<file path="config.mk">
export PLATFORM = sky130hd
export DESIGN_NAME = vclk_div_tree
export DESIGN_NICKNAME = d
export VERILOG_FILES = /design/src/rtl/vclk_pkg.sv /design/src/rtl/vclk_src_sel.sv /design/src/rtl/vclk_base_div.sv /design/src/rtl/vclk_branch_div.sv /design/src/rtl/vclk_div_tree.sv
export SDC_FILE = /design/constraint.sdc
export NUM_CORES = 1
export LEC_CHECK = 0
export ABC_CLOCK_PERIOD_IN_PS = 1890
export CAP_MARGIN = 10
export CORE_AREA = 2 2 78 80
export DETAILED_ROUTE_END_ITERATION = 10
export DIE_AREA = 0 0 80 82
export HOLD_SLACK_MARGIN = 0.05
export PLACE_DENSITY_LB_ADDON = 0.15
export REMOVE_ABC_BUFFERS = 1
export SYNTH_ARGS = -nofsm -noshare
export SYNTH_HDL_FRONTEND = slang
export SYNTH_SLANG_ARGS = --single-unit
</file>
<file path="constraint.sdc">
create_clock -name clk -period 1.89 [get_ports clk]
set_input_delay 0.2835 -clock clk [delete_from_list [all_inputs] [get_ports clk]]
set_output_delay 0.2835 -clock clk [all_outputs]
set_load 0.01 [all_outputs]
</file>
<file path="src/rtl/vclk_pkg.sv">
package vclk_pkg;
  localparam int SEL_W      = 3;
  localparam int NUM_SRC    = 6;
  localparam int ALIAS_CODE = 6;
  localparam int ALIAS_SRC  = 4;
  localparam int RATIO_W    = 8;
  localparam int NUM_BR     = 4;
  localparam int CODE_W     = 4;
  localparam int BR_MAX     = 12;
  localparam int BR_CNT_W   = $clog2(BR_MAX);

  // Branch code to terminal count (ratio minus one); unknown codes divide by one.
  function automatic logic [BR_CNT_W-1:0] br_last(input logic [CODE_W-1:0] code);
    case (code)
      CODE_W'(0): br_last = BR_CNT_W'(0);
      CODE_W'(1): br_last = BR_CNT_W'(1);
      CODE_W'(2): br_last = BR_CNT_W'(3);
      CODE_W'(3): br_last = BR_CNT_W'(5);
      CODE_W'(4): br_last = BR_CNT_W'(11);
      default:    br_last = BR_CNT_W'(0);
    endcase
  endfunction
endpackage

</file>
<file path="src/rtl/vclk_src_sel.sv">
module vclk_src_sel
  import vclk_pkg::*;
#(
  parameter int SW   = SEL_W,
  parameter int NSRC = NUM_SRC
) (
  input  logic            clk,
  input  logic            rst,
  input  logic            run_i,
  input  logic [SW-1:0]   sel_i,
  input  logic [NSRC-1:0] src_en_i,
  output logic            pulse_o
);
  logic [SW-1:0] sel_q;

  // Select is only taken while the base divider is stopped.
  always_ff @(posedge clk) begin
    if (rst)         sel_q <= '0;
    else if (!run_i) sel_q <= sel_i;
  end

  always_comb begin
    pulse_o = 1'b0;
    for (int i = 0; i < NSRC; i++)
      if (sel_q == SW'(i)) pulse_o = src_en_i[i];
    if (sel_q == SW'(ALIAS_CODE)) pulse_o = src_en_i[ALIAS_SRC];
  end

  p_sel_frozen_r4: assert property (@(posedge clk) disable iff (rst)
    run_i |=> $stable(sel_q));
endmodule

</file>
<file path="src/rtl/vclk_base_div.sv">
module vclk_base_div
  import vclk_pkg::*;
#(
  parameter int RW = RATIO_W
) (
  input  logic          clk,
  input  logic          rst,
  input  logic          run_i,
  input  logic [RW-1:0] ratio_m1_i,
  input  logic          pulse_i,
  output logic          tick_o
);
  logic [RW-1:0] ratio_q;
  logic [RW-1:0] cnt;

  always_ff @(posedge clk) begin
    if (rst) begin
      ratio_q <= '0;
      cnt     <= '0;
      tick_o  <= 1'b0;
    end else if (!run_i) begin
      ratio_q <= ratio_m1_i;
      cnt     <= '0;
      tick_o  <= 1'b0;
    end else if (pulse_i) begin
      if (cnt == ratio_q) begin
        cnt    <= '0;
        tick_o <= 1'b1;
      end else begin
        cnt    <= cnt + 1'b1;
        tick_o <= 1'b0;
      end
    end else begin
      tick_o <= 1'b0;
    end
  end

  p_idle_quiet_r4: assert property (@(posedge clk) disable iff (rst)
    !run_i |=> (!tick_o && cnt == '0));
  p_cnt_bound_r3: assert property (@(posedge clk) disable iff (rst)
    cnt <= ratio_q);
  p_ratio_frozen_r4: assert property (@(posedge clk) disable iff (rst)
    run_i |=> $stable(ratio_q));
endmodule

</file>
<file path="src/rtl/vclk_branch_div.sv">
module vclk_branch_div
  import vclk_pkg::*;
#(
  parameter int CW = CODE_W
) (
  input  logic          clk,
  input  logic          rst,
  input  logic          run_i,
  input  logic          gate_i,
  input  logic [CW-1:0] code_i,
  input  logic          base_tick_i,
  output logic          tick_o
);
  logic [BR_CNT_W-1:0] cnt;
  logic [BR_CNT_W-1:0] last;

  assign last = br_last(code_i);

  always_ff @(posedge clk) begin
    if (rst || !run_i || !gate_i) begin
      cnt    <= '0;
      tick_o <= 1'b0;
    end else if (base_tick_i) begin
      if (cnt >= last) begin
        cnt    <= '0;
        tick_o <= 1'b1;
      end else begin
        cnt    <= cnt + 1'b1;
        tick_o <= 1'b0;
      end
    end else begin
      tick_o <= 1'b0;
    end
  end

  p_gate_quiet_r6: assert property (@(posedge clk) disable iff (rst)
    !gate_i |=> (!tick_o && cnt == '0));
  p_cleared_off_r7: assert property (@(posedge clk) disable iff (rst)
    !run_i |=> cnt == '0);
  p_tick_after_base_r5: assert property (@(posedge clk) disable iff (rst)
    tick_o |-> $past(base_tick_i));
endmodule

</file>
<file path="src/rtl/vclk_div_tree.sv">
module vclk_div_tree
  import vclk_pkg::*;
#(
  parameter int SW   = SEL_W,
  parameter int NSRC = NUM_SRC,
  parameter int RW   = RATIO_W,
  parameter int NBR  = NUM_BR,
  parameter int CW   = CODE_W
) (
  input  logic              clk,
  input  logic              rst,
  input  logic [NSRC-1:0]   src_en_i,
  input  logic              base_run_i,
  input  logic [SW-1:0]     src_sel_i,
  input  logic [RW-1:0]     base_ratio_m1_i,
  input  logic [NBR*CW-1:0] br_code_i,
  input  logic [NBR-1:0]    br_gate_i,
  output logic              base_tick_o,
  output logic [NBR-1:0]    br_tick_o
);
  logic src_pulse;

  vclk_src_sel #(.SW(SW), .NSRC(NSRC)) u_sel (
    .clk(clk), .rst(rst), .run_i(base_run_i), .sel_i(src_sel_i),
    .src_en_i(src_en_i), .pulse_o(src_pulse)
  );

  vclk_base_div #(.RW(RW)) u_base (
    .clk(clk), .rst(rst), .run_i(base_run_i), .ratio_m1_i(base_ratio_m1_i),
    .pulse_i(src_pulse), .tick_o(base_tick_o)
  );

  for (genvar b = 0; b < NBR; b++) begin : g_br
    vclk_branch_div #(.CW(CW)) u_br (
      .clk(clk), .rst(rst), .run_i(base_run_i), .gate_i(br_gate_i[b]),
      .code_i(br_code_i[b*CW +: CW]), .base_tick_i(base_tick_o),
      .tick_o(br_tick_o[b])
    );
  end

  p_reset_quiet_r1: assert property (@(posedge clk)
    rst |=> (!base_tick_o && br_tick_o == '0));
endmodule

</file>
Word level (Yosys, flattened, before mapping)
Index checks and enable logic that the tools add are counted.
{"block": "totals", "regBits": 40, "latchBits": 0, "mem_bits_rw": 0, "mem_bits_ro": 0, "input_bits": 40, "out_inout_bits": 5, "elab_cells": 85, "memories": 0}
{"block": "op_classes", "n_addsub": 5, "mul": 0, "div_mod_pow": 0, "order_cmp": 4, "eq_ne": 23, "shifts": 0, "n_mux": 21, "bitwise_logic": 3, "n_reduce_logical": 17}
{"operator": "one-hot mux 4 bit (4 select lines)", "count": 4}
{"operator": "== test 4 x 2 -> 1 bit (second input constant)", "count": 8}
{"operator": "adder 4 x 1 -> 4 bit (second input constant)", "count": 4}
{"operator": "== test 4 x 1 -> 1 bit (second input constant)", "count": 4}
{"operator": "== test 4 x 3 -> 1 bit (second input constant)", "count": 4}
{"operator": ">= comparator 4 bit", "count": 4}
{"operator": "2-to-1 mux 4 bit", "count": 4}
{"operator": "2-to-1 mux 1 bit", "count": 12}
{"operator": "OR reduction 2 bit", "count": 5}
{"operator": "== test 3 bit (second input constant)", "count": 3}
{"operator": "adder 8 x 1 -> 8 bit (second input constant)", "count": 1}
{"operator": "== test 8 bit", "count": 1}
{"operator": "2-to-1 mux 8 bit", "count": 1}
{"operator": "== test 3 x 2 -> 1 bit (second input constant)", "count": 2}
{"operator": "zero test 1 bit", "count": 5}
{"operator": "logical OR 1 bit", "count": 5}
{"operator": "== test 3 x 1 -> 1 bit (second input constant)", "count": 1}
{"operator": "zero test 3 bit", "count": 1}
{"operator": "NOT 1 bit", "count": 3}
{"operator": "OR reduction 3 bit", "count": 1}

Logic depth before layout (Yosys ltp)
{"block": "depth", "depth_word": 10, "mapped_depth": 9, "ltp_nobuf": 9}

Modules after synthesis
Synthesis repeated with hierarchy kept, for this count alone.
{"block": "unflattened", "cells_unflattened": 254, "area_unflattened_um2": 2361.0}
{"mod": "vclk_branch_div", "instances": 4, "cells_each": 41, "area_per_inst_um2": 360.3, "seq_area_each_um2": 100.1}
{"mod": "vclk_base_div", "instances": 1, "cells_each": 77, "area_per_inst_um2": 763.2, "seq_area_each_um2": 340.3}
{"mod": "vclk_src_sel", "instances": 1, "cells_each": 13, "area_per_inst_um2": 156.4, "seq_area_each_um2": 60.1}

Least setup slack after synthesis
No wires, ideal clock.
{"block": "synth_path", "path_kind": "input to register", "startpoint": "input port br_code_i[1]", "endpoint": "register g_br[0].u_br.tick_o", "setup_time_ps": 118, "t_arrival_ps": 1579, "required_time_ps": 1772, "slack_ps": 194, "path_stages": 9, "n_path_buf": 0, "path_cell_list": "nor2_1 xor2_1 nor2_1 ha_1 nand2b_1 a21o_1 a21oi_1 nor2b_1 o2111a_1"}
{"block": "synth_between", "elab_chain_cells": 4, "word_cells_on_any_way": 7, "classes_between": "order compare (1); eq/ne (4); mux (2)"}
{"element": "start, declared", "line_no": "vclk_div_tree.sv:16", "rtl": "input logic [NBR*CW-1:0] br_code_i,"}
{"element": "== test 4 x 3 -> 1 bit, or another cell as far along", "line_no": "vclk_pkg.sv:14", "rtl": "case (code)"}
{"element": "one-hot mux 4 bit (4 select lines) *", "line_no": "vclk_pkg.sv:14"}
{"element": ">= comparator 4 bit *", "line_no": "vclk_branch_div.sv:24", "rtl": "if (cnt >= last) begin"}
{"element": "2-to-1 mux 1 bit *", "line_no": "vclk_branch_div.sv:24"}
{"element": "end signal, assigned", "line_no": "vclk_branch_div.sv:22", "rtl": "tick_o <= 1'b0;"}
{"element": "end signal, assigned", "line_no": "vclk_branch_div.sv:26", "rtl": "tick_o <= 1'b1;"}
{"element": "end signal, assigned", "line_no": "vclk_branch_div.sv:29", "rtl": "tick_o <= 1'b0;"}
{"element": "end, declared", "line_no": "vclk_branch_div.sv:12", "rtl": "output logic tick_o"}
Every way passes the cells marked *; elsewhere a longest branch is shown, timed or not.
A chain may end at the register's enable or synchronous reset.

Final worst setup path
{"block": "layout_path", "startpoint": "register u_base.tick_o", "endpoint": "output port base_tick_o"}
{"element": "start, declared", "line_no": "vclk_base_div.sv:11", "rtl": "output logic tick_o"}
{"element": "start signal, assigned", "line_no": "vclk_base_div.sv:20", "rtl": "tick_o <= 1'b0;"}
{"element": "start signal, assigned", "line_no": "vclk_base_div.sv:24", "rtl": "tick_o <= 1'b0;"}
{"element": "start signal, assigned", "line_no": "vclk_base_div.sv:28", "rtl": "tick_o <= 1'b1;"}
{"element": "end, declared", "line_no": "vclk_div_tree.sv:18", "rtl": "output logic base_tick_o,"}
No word-level cell between the ends.

==> flow_metrics.py <==
metrics = {
    "logic_synthesis": {
        "synth_top_area_share_pct": 33.1,
        "ys_seq_elements": 40,
        "synth_top_area_cell": "dfxtp_1",
        "ys_top_cells_by_area": "dfxtp_1, ha_1, xor2_1",
        "yosysWarningCount": 0,
        "synth-edff-count": 0,
        "netlist_instances": 268,
        "synth.distinct_cells": 37,
        "ys_seq_area_share_pct": 33.1,
        "syn_avg_cell_area_um2": 9.04,
        "synth_flop_cell": "dfxtp_1",
        "synth-async-reset-ratio_pct": 0,
        "synth_area_mm2": 0.00242,
    },
    "sta": {
        "rsz0062_at_grt": "no",
        "finalCritPeriodShare_pct": 93.9,
        "drv_slew": 0,
        "maxSlewHeadroom_pct": 74.2,
        "setup_violations": 0,
        "worst_pin_slew_ns": 0.383,
        "hold_violations": 0,
        "fin_setup_tns_ns": 0,
        "fin_crit_ns": 1.78,
        "finalClockSkew_ns": 0.00324,
        "fmax_ghz": 0.563,
    },
    "power_and_ir_drop": {
        "finalPower_w": 0.00179,
        "leakage_nw": 1.40,
        "vdd_drop_max_mv": 0.340,
        "pwr-share-comb_pct": 18.2,
        "p_seq_share_pct": 48.8,
        "cell_internal_pwr_w": 0.00134,
        "p_sw_share_pct": 25.3,
        "power_frac_clock_pct": 32.9,
        "switching_power_w": 0.000454,
        "p_per_area_mw_per_mm2": 561,
    },
    "die": {
        "die_w_um": 80,
        "design.core.area_mm2": 0.00575,
        "design.die.area_mm2": 0.00656,
        "initial_core_util_pct": 42.2,
        "io_pins": 45,
        "num_rows": 28,
        "die_h_um": 82,
    },
    "clock_network": {
        "cts_htree_levels": 2,
        "cts_sinks": 40,
        "path_clk_slew_ns": 0.07,
        "cts_buffers": 5,
        "postCtsSetupRepairBufs": 0,
        "ctsHoldBuffers": 0,
        "insertion_delay_ns": 0.30,
        "cts_tree": "built",
        "root_buffer": "clkbuf_8",
        "cts_buffer_depth": 2,
    },
    "global_route": {
        "overflow": 0,
        "grt_pass1_vias": 1926,
        "grt_usage_pct": 15.4,
        "grt_max_degree": 25,
        "antenna_found_initial": 0,
        "grt_pass1_wl_um": 8090,
    },
    "routing": {
        "viasPerCell": 5.06,
        "ant_nets": 0,
        "detail_route.wl_per_cell_um": 11.7,
        "firstDrtPassIters": 4,
        "detail_route.iter0.violations": 41,
        "drc": 0,
        "dr_total_vias": 2039,
        "drt_wl_total_um": 4700,
    },
    "critical_path": {
        "path_max_fanout": 10,
        "crit_chain": "clkdlybuf4s50_1",
        "critPathTopFamily": "buffers and inverters",
        "reg2regPathDepth": 7,
        "max_stage_delay_ns": 0.63,
        "reg2reg_from": "g_br[2].u_br.cnt[0]$_SDFFE_PP0P_",
        "critPathSlowestCell": "clkdlybuf4s50_1",
        "required_ns": 1.61,
        "crit_type": "flop to output pin",
        "worstPathArrival_ns": 1.49,
        "cp-start-kind": "flop",
        "rrSetupSlack_ns": 0.28,
        "worstSetupEndpointType": "output pin",
        "r2r-end": "g_br[2].u_br.tick_o$_SDFF_PP0_",
        "path_buf_inv": 1,
    },
    "placement": {
        "gp_congestion": 0.830,
        "port_buffers": 44,
        "hpwlAfterDp_um": 3650,
    },
    "final_layout": {
        "final_cell_mix": "dfxtp_1, nor2_1, clkdlybuf4s50_1, xor2_1",
        "final_nets": 388,
        "n_antenna_cell": 0,
        "drive_gt1_share_pct": 12.5,
        "layout_commonest_cell": "dfxtp_1",
        "syn2layout_area_growth_pct": 32.1,
    },
    "hold_path": {
        "whs_path_depth": 2,
        "hold_end": "g_br[0].u_br.cnt[3]$_SDFFE_PP0P_",
        "min_path_type": "flop to flop",
        "min-delay-start": "g_br[0].u_br.cnt[3]$_SDFFE_PP0P_",
    },
    "job": {
        "cap_violations": 0,
    },
    "run_status": {
        "outcome": "finished, final reports clean",
    },
}
synthesized netlist by cell type (2+ instances only):
library cell and n:
dfxtp_1 40, nor2_1 39, xor2_1 24, ha_1 21, nand2_1 21, mux2i_1 18
nand3_1 9, a21oi_1 8, and3_1 7, a32oi_1 6, inv_1 6, buf_2 5
nand2b_1 5, nand3b_1 5, o31ai_1 5, a21o_1 4, buf_4 4, nand4_1 4
nor2b_1 4, o2111a_1 4, o21ai_0 4, o32ai_1 4, or4b_1 4, nor4_2 2
o21ai_1 2, o41ai_2 2
what timing repair did:
action,4_1_cts,5_1_grt
pin swaps,10,13
setup endpoints to repair,13,18
resized for setup,5,17
final cells by class:
class	instances	area [µm²]
timing repair buffer	64	642
inverter	6	22.5
sequential	40	801
multi-input combinational	210	1550
clock buffer	8	90.1
tap	75	93.8
fill	543	2550
flip-flops by register name, summed over array words and instances (netlist names):
| name | flops |
|---|---|
| g_br.u_br.cnt | 16 |
| u_sel.sel_q | 3 |
| u_base.ratio_q | 8 |
| u_base.tick_o | 1 |
| g_br.u_br.tick_o | 4 |
| u_base.cnt | 8 |
power by group through the flow:
| stage | Combinational [W] | Clock [W] | Sequential [W] |
|---|---|---|---|
| floorplan | 0.000151 | 0 | 0.000895 |
| global placement | 0.000320 | 0 | 0.000896 |
| detailed placement | 0.000324 | 0 | 0.000896 |
| CTS | 0.000330 | 0.000612 | 0.000876 |
| global route | 0.000364 | 0.000644 | 0.000879 |
| finish | 0.000327 | 0.000591 | 0.000876 |
logic make-up (layout without fill, tap and decap cells):
| logic type | Yosys count | after routing | synth area share, % |
|---|---|---|---|
| compound gates | 41 | 41 | 13.0 |
| simple gates | 106 | 106 | 23.0 |
| buf+inv | 18 | 78 | 3.98 |
| mux | 18 | 18 | 7.44 |
| fa+ha+maj | 21 | 21 | 10.8 |
| flops | 40 | 40 | 33.1 |
| xor+xnor | 24 | 24 | 8.68 |
stage by stage:
| stage | std cells | instance area, µm² | hold slack, ns | utilization, % | setup slack, ns |
|---|---|---|---|---|---|
| after floorplan | 256 | 2350 | 0.356 | - | 0.194 |
| after global placement | 395 | 3060 | 0.496 | 53.2 | -0.346 |
| after detailed placement | 395 | 3060 | 0.506 | 53.2 | -0.398 |
| after CTS | 403 | 3160 | 0.521 | 55.0 | 0.00193 |
| after global routing | 403 | 3200 | 0.546 | 55.7 | 0.0537 |
| final | 403 | 3200 | 0.523 | 55.7 | 0.115 |
how the worst max path moves through the flow:
| stage | from | to | slack, ns | cells after the start |
|---|---|---|---|---|
| 6_report | u_base.tick_o$_SDFF_PP0_ | base_tick_o | 0.11 | 1 |
| 5_1_grt | br_code_i[4] | g_br[1].u_br.tick_o$_SDFF_PP0_ | 0.05 | 10 |
| 4_1_cts | br_code_i[9] | g_br[2].u_br.tick_o$_SDFF_PP0_ | 0.002 | 10 |
| 3_5_place_dp | br_code_i[9] | g_br[2].u_br.tick_o$_SDFF_PP0_ | -0.40 | 10 |
| 3_3_place_gp | br_code_i[5] | g_br[1].u_br.tick_o$_SDFF_PP0_ | -0.35 | 10 |
| 2_1_floorplan | br_code_i[1] | g_br[0].u_br.tick_o$_SDFF_PP0_ | 0.19 | 9 |
routing by layer:
metal,routed length [µm],vias up,global-route usage (%)
li1,-,1080,-
met2,2210,39,27.8
met1,2200,914,18.0
met5,0,-,0
met3,230,6,3.74
met4,65,0,5.08
No activity file was read; power rests on OpenSTA's default activity.
